## config.mk

```make
export PLATFORM = sky130hd
export DESIGN_NAME = rtc_calendar
export DESIGN_NICKNAME = d
export VERILOG_FILES = /design/src/rtl/rtc_cal_pkg.sv /design/src/rtl/rtc_key_guard.sv /design/src/rtl/rtc_init_sync.sv /design/src/rtl/rtc_prescaler.sv /design/src/rtl/rtc_bcd_cal.sv /design/src/rtl/rtc_calendar.sv
export SDC_FILE = /design/constraint.sdc
export NUM_CORES = 1
export LEC_CHECK = 0
export BUFFER_PORTS_ARGS = -buffer_cell sky130_fd_sc_hd__clkbuf_2
export CORE_ASPECT_RATIO = 0.6
export CORE_MARGIN = 4
export CORE_UTILIZATION = 45
export CTS_BUF_LIST = sky130_fd_sc_hd__clkbuf_8
export DETAILED_ROUTE_END_ITERATION = 16
export GPL_TIMING_DRIVEN = 0
export PLACE_DENSITY_LB_ADDON = 0.15
export SLEW_MARGIN = 20
export SYNTH_ARGS = -nofsm -noshare
export SYNTH_HDL_FRONTEND = slang
export SYNTH_SLANG_ARGS = --single-unit
```

## constraint.sdc

```tcl
create_clock -name clk -period 5.9 [get_ports clk]
set_input_delay 0.295 -clock clk [delete_from_list [all_inputs] [get_ports clk]]
set_output_delay 0.295 -clock clk [all_outputs]
set_load 0.02 [all_outputs]
```

## src/rtl/rtc_cal_pkg.sv

```systemverilog
package rtc_cal_pkg;

  localparam logic [2:0] ADR_TIME  = 3'd0;
  localparam logic [2:0] ADR_DATE  = 3'd1;
  localparam logic [2:0] ADR_CTRL  = 3'd2;
  localparam logic [2:0] ADR_STAT  = 3'd3;
  localparam logic [2:0] ADR_DIV   = 3'd4;
  localparam logic [2:0] ADR_KEY   = 3'd5;

  localparam logic [7:0] KEY_OPEN_A = 8'hCA;
  localparam logic [7:0] KEY_OPEN_B = 8'h53;

  typedef struct packed {
    logic [7:0] year;
    logic [2:0] wday;
    logic [4:0] month;
    logic [5:0] day;
    logic [5:0] hour;
    logic [6:0] min;
    logic [6:0] sec;
  } cal_t;

  // BCD increment of a two-digit value
  function automatic logic [7:0] bcd_inc(input logic [7:0] v);
    if (v[3:0] >= 4'd9) return {v[7:4] + 4'd1, 4'd0};
    return v + 8'd1;
  endfunction

  // year is a multiple of four: tens*10 + ones == 2*tens + ones (mod 4)
  function automatic logic is_leap(input logic [7:0] y);
    int s;
    s = 2 * int'(y[7:4]) + int'(y[3:0]);
    return (s % 4) == 0;
  endfunction

  // last valid BCD day of a BCD month
  function automatic logic [5:0] month_last(input logic [4:0] m, input logic [7:0] y);
    case (m)
      5'h02:                      return is_leap(y) ? 6'h29 : 6'h28;
      5'h04, 5'h06, 5'h09, 5'h11: return 6'h30;
      default:                    return 6'h31;
    endcase
  endfunction

endpackage

```

## src/rtl/rtc_key_guard.sv

```systemverilog
module rtc_key_guard
  import rtc_cal_pkg::*;
(
  input  logic       clk,
  input  logic       rst_n,
  input  logic       key_wr,
  input  logic [7:0] key_byte,
  output logic       unlocked
);

  typedef enum logic [1:0] {G_SHUT, G_HALF, G_OPEN} guard_e;
  guard_e st_q;

  always_ff @(posedge clk or negedge rst_n) begin
    if (!rst_n) begin
      st_q <= G_SHUT;
    end else if (key_wr) begin
      if (key_byte == KEY_OPEN_A)
        st_q <= G_HALF;
      else if (st_q == G_HALF && key_byte == KEY_OPEN_B)
        st_q <= G_OPEN;
      else
        st_q <= G_SHUT;
    end
  end

  assign unlocked = (st_q == G_OPEN);

endmodule

```

## src/rtl/rtc_init_sync.sv

```systemverilog
module rtc_init_sync #(
  parameter int SYNC_STAGES = 2
) (
  input  logic clk,
  input  logic rst_n,
  input  logic init_req,
  input  logic rsf_clear,
  output logic init_flag,
  output logic rsf
);

  localparam int CW = $clog2(SYNC_STAGES + 1);

  logic [SYNC_STAGES-1:0] shift_q;
  logic [CW-1:0]          wait_q;

  always_ff @(posedge clk or negedge rst_n) begin
    if (!rst_n) shift_q <= '0;
    else        shift_q <= {shift_q[SYNC_STAGES-2:0], init_req};
  end

  assign init_flag = shift_q[SYNC_STAGES-1];

  always_ff @(posedge clk or negedge rst_n) begin
    if (!rst_n) begin
      rsf    <= 1'b1;
      wait_q <= '0;
    end else if (rsf_clear) begin
      rsf    <= 1'b0;
      wait_q <= CW'(SYNC_STAGES);
    end else if (wait_q != '0) begin
      wait_q <= wait_q - CW'(1);
      if (wait_q == CW'(1)) rsf <= 1'b1;
    end
  end

endmodule

```

## src/rtl/rtc_prescaler.sv

```systemverilog
module rtc_prescaler #(
  parameter int ASYNC_W = 7,
  parameter int SYNC_W  = 15
) (
  input  logic               clk,
  input  logic               rst_n,
  input  logic               run,
  input  logic [ASYNC_W-1:0] div_a,
  input  logic [SYNC_W-1:0]  div_s,
  output logic               tick
);

  logic [ASYNC_W-1:0] a_q;
  logic [SYNC_W-1:0]  s_q;
  logic               a_end, s_end;

  assign a_end = (a_q >= div_a);
  assign s_end = (s_q >= div_s);

  always_ff @(posedge clk or negedge rst_n) begin
    if (!rst_n) begin
      a_q <= '0;
      s_q <= '0;
    end else if (!run) begin
      a_q <= '0;
      s_q <= '0;
    end else if (a_end) begin
      a_q <= '0;
      s_q <= s_end ? '0 : s_q + SYNC_W'(1);
    end else begin
      a_q <= a_q + ASYNC_W'(1);
    end
  end

  assign tick = run && a_end && s_end;

endmodule

```

## src/rtl/rtc_bcd_cal.sv

```systemverilog
module rtc_bcd_cal
  import rtc_cal_pkg::*;
(
  input  logic        clk,
  input  logic        rst_n,
  input  logic        tick,
  input  logic        ld_time,
  input  logic        ld_date,
  input  logic [31:0] wr_data,
  output cal_t        cal,
  output logic        day_wrap
);

  cal_t nxt;
  logic sec_wrap, min_wrap, hour_wrap, mon_wrap;

  assign sec_wrap  = (cal.sec   == 7'h59);
  assign min_wrap  = (cal.min   == 7'h59);
  assign hour_wrap = (cal.hour  == 6'h23);
  assign day_wrap  = (cal.day   == month_last(cal.month, cal.year));
  assign mon_wrap  = (cal.month == 5'h12);

  always_comb begin
    nxt = cal;
    if (sec_wrap) begin
      nxt.sec = '0;
      if (min_wrap) begin
        nxt.min = '0;
        if (hour_wrap) begin
          nxt.hour = '0;
          nxt.wday = (cal.wday == 3'd7) ? 3'd1 : cal.wday + 3'd1;
          if (day_wrap) begin
            nxt.day = 6'h01;
            if (mon_wrap) begin
              nxt.month = 5'h01;
              nxt.year  = (cal.year == 8'h99) ? 8'h00 : bcd_inc(cal.year);
            end else begin
              nxt.month = 5'(bcd_inc({3'b0, cal.month}));
            end
          end else begin
            nxt.day = 6'(bcd_inc({2'b0, cal.day}));
          end
        end else begin
          nxt.hour = 6'(bcd_inc({2'b0, cal.hour}));
        end
      end else begin
        nxt.min = 7'(bcd_inc({1'b0, cal.min}));
      end
    end else begin
      nxt.sec = 7'(bcd_inc({1'b0, cal.sec}));
    end
  end

  always_ff @(posedge clk or negedge rst_n) begin
    if (!rst_n) begin
      cal <= '{year: 8'h00, wday: 3'd1, month: 5'h01, day: 6'h01,
               hour: 6'h00, min: 7'h00, sec: 7'h00};
    end else if (ld_time) begin
      cal.sec  <= wr_data[6:0];
      cal.min  <= wr_data[14:8];
      cal.hour <= wr_data[21:16];
    end else if (ld_date) begin
      cal.day   <= wr_data[5:0];
      cal.month <= wr_data[12:8];
      cal.wday  <= wr_data[15:13];
      cal.year  <= wr_data[23:16];
    end else if (tick) begin
      cal <= nxt;
    end
  end

endmodule

```

## src/rtl/rtc_calendar.sv

```systemverilog
module rtc_calendar
  import rtc_cal_pkg::*;
#(
  parameter int ASYNC_W     = 7,
  parameter int SYNC_W      = 15,
  parameter int ASYNC_RST   = 127,
  parameter int SYNC_RST    = 255,
  parameter int SYNC_STAGES = 2
) (
  input  logic        clk,
  input  logic        rst_n,
  input  logic        bus_we,
  input  logic [2:0]  bus_addr,
  input  logic [31:0] bus_wdata,
  output logic [31:0] bus_rdata,
  output logic        sec_tick
);

  localparam int DIV_S_LSB = 0;
  localparam int DIV_A_LSB = 16;

  cal_t               cal_q;
  logic               unlocked, init_flag, rsf, day_wrap;
  logic               init_req, fmt_q;
  logic [ASYNC_W-1:0] div_a_q;
  logic [SYNC_W-1:0]  div_s_q;
  logic               key_wr, cal_ok, ld_time, ld_date, ld_div, rsf_clear;
  logic               cal_set;
  logic [31:0]        time_word, date_word;

  assign key_wr    = bus_we && bus_addr == ADR_KEY;
  assign cal_ok    = unlocked && init_flag;
  assign ld_time   = bus_we && bus_addr == ADR_TIME && cal_ok;
  assign ld_date   = bus_we && bus_addr == ADR_DATE && cal_ok;
  assign ld_div    = bus_we && bus_addr == ADR_DIV  && cal_ok;
  assign rsf_clear = bus_we && bus_addr == ADR_STAT && !bus_wdata[2];

  rtc_key_guard u_guard (
    .clk(clk), .rst_n(rst_n), .key_wr(key_wr),
    .key_byte(bus_wdata[7:0]), .unlocked(unlocked)
  );

  rtc_init_sync #(.SYNC_STAGES(SYNC_STAGES)) u_sync (
    .clk(clk), .rst_n(rst_n), .init_req(init_req),
    .rsf_clear(rsf_clear), .init_flag(init_flag), .rsf(rsf)
  );

  rtc_prescaler #(.ASYNC_W(ASYNC_W), .SYNC_W(SYNC_W)) u_div (
    .clk(clk), .rst_n(rst_n), .run(!init_flag),
    .div_a(div_a_q), .div_s(div_s_q), .tick(sec_tick)
  );

  rtc_bcd_cal u_cal (
    .clk(clk), .rst_n(rst_n), .tick(sec_tick), .ld_time(ld_time),
    .ld_date(ld_date), .wr_data(bus_wdata), .cal(cal_q), .day_wrap(day_wrap)
  );

  always_ff @(posedge clk or negedge rst_n) begin
    if (!rst_n) begin
      init_req <= 1'b0;
      fmt_q    <= 1'b0;
      div_a_q  <= ASYNC_W'(ASYNC_RST);
      div_s_q  <= SYNC_W'(SYNC_RST);
    end else begin
      if (bus_we && bus_addr == ADR_STAT && unlocked) init_req <= bus_wdata[0];
      if (bus_we && bus_addr == ADR_CTRL && unlocked) fmt_q    <= bus_wdata[6];
      if (ld_div) begin
        div_a_q <= bus_wdata[DIV_A_LSB +: ASYNC_W];
        div_s_q <= bus_wdata[DIV_S_LSB +: SYNC_W];
      end
    end
  end

  assign cal_set   = (cal_q.year != 8'h00);
  assign time_word = {10'b0, cal_q.hour, 1'b0, cal_q.min, 1'b0, cal_q.sec};
  assign date_word = {8'b0, cal_q.year, cal_q.wday, cal_q.month, 2'b0, cal_q.day};

  always_comb begin
    bus_rdata = '0;
    case (bus_addr)
      ADR_TIME: bus_rdata = time_word;
      ADR_DATE: bus_rdata = date_word;
      ADR_CTRL: bus_rdata[6] = fmt_q;
      ADR_STAT: bus_rdata[3:0] = {cal_set, rsf, init_flag, init_req};
      ADR_DIV: begin
        bus_rdata[DIV_A_LSB +: ASYNC_W] = div_a_q;
        bus_rdata[DIV_S_LSB +: SYNC_W]  = div_s_q;
      end
      default: bus_rdata = '0;
    endcase
  end

endmodule

```

==> qor.csv <==
metric;value;unit
EDFF count, synth;0;
antenna diode count;0;
dominant cell type by area after synthesis;dfrtp_1;
Area growth, synth to finish;12.0;%
Switching Share;0.268;
syn_area_per_cell;8.50;um^2
final setup fails;0;
Synth Instances;787;
Final Hold Fails;0;
Clock power frac;0.369;
routed vias;6261;
Die Height;102;um
cells along the critical path;inv_1 -> ha_1 -> a21oi_1 -> o21ai_0 -> a21oi_1 -> nor2_1 -> nand2_1 -> inv_2 -> buf_2 -> a31oi_1 -> buf_2 -> a221oi_1 -> a21oi_1;
vias in the first global route;6084;
startpoint types;flop;
Util after Layout;0.517;
GR Util All Layers;0.250;
fill cell count;1377;
min cycle time layout;3480;ps
Yosys reg bits;95;
RSZ-0062 raised after global routing;false;
Antenna Nets Post-Route;0;
sequential cell fraction of total power;0.507;
Logic pwr share;0.125;
Cell Rows;34;
Routed WL per cell;19.4;um
CTS tree;done;
Max IR drop VDD;0.000109;V
Crit path top cell by count;a21oi_1;
mapped cell area;6690;um^2
worst setup path class;reg2reg;
Int Power;973;uW
Routed Wire Length;20600;um
Pleak;3.59;nW
worst path required time;6200;ps
Iteration-0 DRC Markers;764;
Slew Limit Fails;0;
worst hold slack;163;ps
Slew @ Worst Pin;1120;ps
Final #Nets;953;
DRC;0;
Psw;357;uW
area fraction of the dominant cell type after synthesis;0.284;
H-tree depth;3;
TritonRoute pass-1 iters;5;
CP bufs+invs;4;
Hold WC Path Type;in2reg;
share of cells above drive strength 1;0.144;
total CTS buffers;9;
I/O Buffers;52;
Core ar.;14500;um^2
ys flop type;dfrtp_1;
f_max;288;MHz
Sinks on Clock Net;95;
status;finished clean;
peak fanout along the critical path;10;
Reg clk slew, reported paths;100;ps
DR vias/cell;5.90;
Final Cycle Share;0.589;
CP Capture Type;flop;
chip width;165;um
post-synth cell types;74;
clock root buffer;clkbuf_8;
Max-Cap Viols;0;
Setup TNS;0;ps
PwrDens;178;nW/um^2
Arrival @ worst endpoint;3780;ps
Congestion Overflow GR;0;
Top delay family on crit path;compound AO/OA/AOI/OAI gates;
post-synthesis sequential area ratio;0.359;
gpl congestion;0.933;
initial antenna violation count;0;
Post-DP HPWL;16000;um
CTS Buffer Depth;2;
worst skew pair latency;370;ps
Initial Util;0.461;
Slew HR;0.246;
slowest stage cell, crit path;a21oi_1;
io pins;71;
Die ar.;16900;um^2
synth warn;0;
CTS resizes;0;
slowest stage delay, CP;560;ps
first-pass GRT wire length;32500;um
async set or reset register ratio after synthesis;1.00;
clock skew;15.0;ps
main area contributors after synthesis;dfrtp_1, ha_1, dfstp_2;
largest net degree at the start of global routing;74;
[layout make-up]
cell class	count	area, um^2	share of cell area
multi-input combinational	602	3900	0.520
clock inverter	6	85.1	0.0114
inverter	52	195	0.0260
tap	198	248	0.0331
sequential	95	2400	0.320
buffer	45	221	0.0296
clock buffer	10	138	0.0184
timing repair buffer	54	307	0.0409
[layer usage]
layer	up-vias	track usage	wire length, um
li1	2920	-	-
met1	2992	0.368	9520
met2	311	0.359	8490
met3	38	0.0770	2300
met4	0	0.0583	320
met5	-	0	0
[registers in the layout, indices dropped and copies added (netlist names)]
signal / cells
init_req: 1
div_a_q: 7
fmt_q: 1
u_div.a_q: 7
u_guard.st_q: 2
u_cal.cal: 42
u_sync.shift_q: 2
div_s_q: 15
u_sync.wait_q: 2
u_div.s_q: 15
u_sync.rsf: 1
[synthesized netlist by cell type (3+ instances only)]
cell type / n
buf_1: 4
nand2b_1: 4
a211oi_1: 5
mux2_2: 6
nor2_1: 66
o22a_1: 16
and2_1: 4
nor3_1: 11
xnor2_1: 6
ha_1: 56
clkbuf_1: 25
nand3_1: 24
or4_1: 6
o31ai_1: 6
o21ai_0: 77
dfstp_2: 19
a22oi_1: 3
buf_2: 6
a22o_1: 3
buf_4: 8
nor2b_1: 9
or3_1: 9
dfrtp_1: 76
nand3b_1: 9
a31oi_1: 19
nand4_1: 9
xor2_1: 5
mux2i_1: 24
nand4b_1: 5
nand2_1: 112
and3_1: 12
inv_1: 51
a21oi_1: 37
nor3b_1: 5
[through the flow]
step	setup slack, ps	power, mW	cell area [um^2]	std cells
5_1_grt	2060	1.39	7490	1062
3_3_place_gp	2590	0.842	7220	1044
2_1_floorplan	3210	0.781	6720	794
3_5_place_dp	2520	0.851	7260	1045
4_1_cts	2470	1.34	7490	1062
6_report	2420	1.33	7490	1062
[worst paths after layout]
kind                            slack (ps)                end  cells after the start               from
worst max register to register        2420      u_cal.cal[14]                     13         div_a_q[6]
worst min-delay path                   160      u_cal.cal[41]                      2      bus_wdata[23]
worst max-delay path                  2420      u_cal.cal[14]                     13         div_a_q[6]
max in group asynchronous             4850         div_a_q[1]                      3              rst_n
worst min register to register         360  u_sync.shift_q[1]                      0  u_sync.shift_q[0]
min in group asynchronous              360       u_cal.cal[2]                      2              rst_n
[placed cells by master, fill, tap and decap left out, types with 5 or more instances in the layout]
| cell type | instances |
|---|---|
| xor2_1 | 5 |
| nand3b_1 | 9 |
| dfstp_2 | 19 |
| clkbuf_8 | 11 |
| dfrtp_1 | 76 |
| buf_2 | 6 |
| ha_1 | 56 |
| clkbuf_1 | 25 |
| nand4_1 | 9 |
| or4_1 | 6 |
| nor3_1 | 11 |
| nor2b_1 | 9 |
| o21ai_0 | 77 |
| or3_1 | 9 |
| a31oi_1 | 19 |
| inv_1 | 52 |
| and3_1 | 12 |
| nand3_1 | 24 |
| mux2i_1 | 24 |
| conb_1 | 8 |
| buf_4 | 8 |
| nand4b_1 | 5 |
| mux2_2 | 6 |
| o31ai_1 | 6 |
| clkbuf_2 | 51 |
| nor2_1 | 66 |
| xnor2_1 | 6 |
| o22a_1 | 16 |
| a211oi_1 | 5 |
| a21oi_1 | 37 |
| nand2_1 | 112 |
| nor3b_1 | 5 |
[kinds of logic (layout without fill, tap and decap cells)]
family	count (synthesis)	after routing	share of synthesized area
buffers and inverters	97	167	0.0623
adder cells (fa/ha/maj)	56	56	0.105
flip-flops	95	95	0.359
multiplexers	32	32	0.0494
AO/OA/AOI/OAI	192	192	0.183
AND/OR/NAND/NOR	303	303	0.226
XOR/XNOR	11	11	0.0144
other	1	8	0.000561
[worst register-to-register path, cell delays in order, from the launching register on]
cell,delay (ps)
dfstp_2,550
inv_1,50
ha_1,300
a21oi_1,150
o21ai_0,100
a21oi_1,560
nor2_1,280
nand2_1,300
inv_2,90
buf_2,220
a31oi_1,290
buf_2,270
a221oi_1,70
a21oi_1,170
[power by group through the flow]
stage	logic [mW]	clock network, mW	registers (mW)
after floorplan	0.0971	0	0.684
after global placement	0.156	0	0.686
after detailed placement	0.165	0	0.687
after CTS	0.166	0.504	0.674
after global routing	0.183	0.535	0.675
final	0.166	0.490	0.674
[timing repair]
item,4_1_cts,5_1_grt
endpoints found under the hold margin,21,0
setup buffers,0,0
hold buffers,1,0
Note: power is estimated with default switching activity, not from simulation.
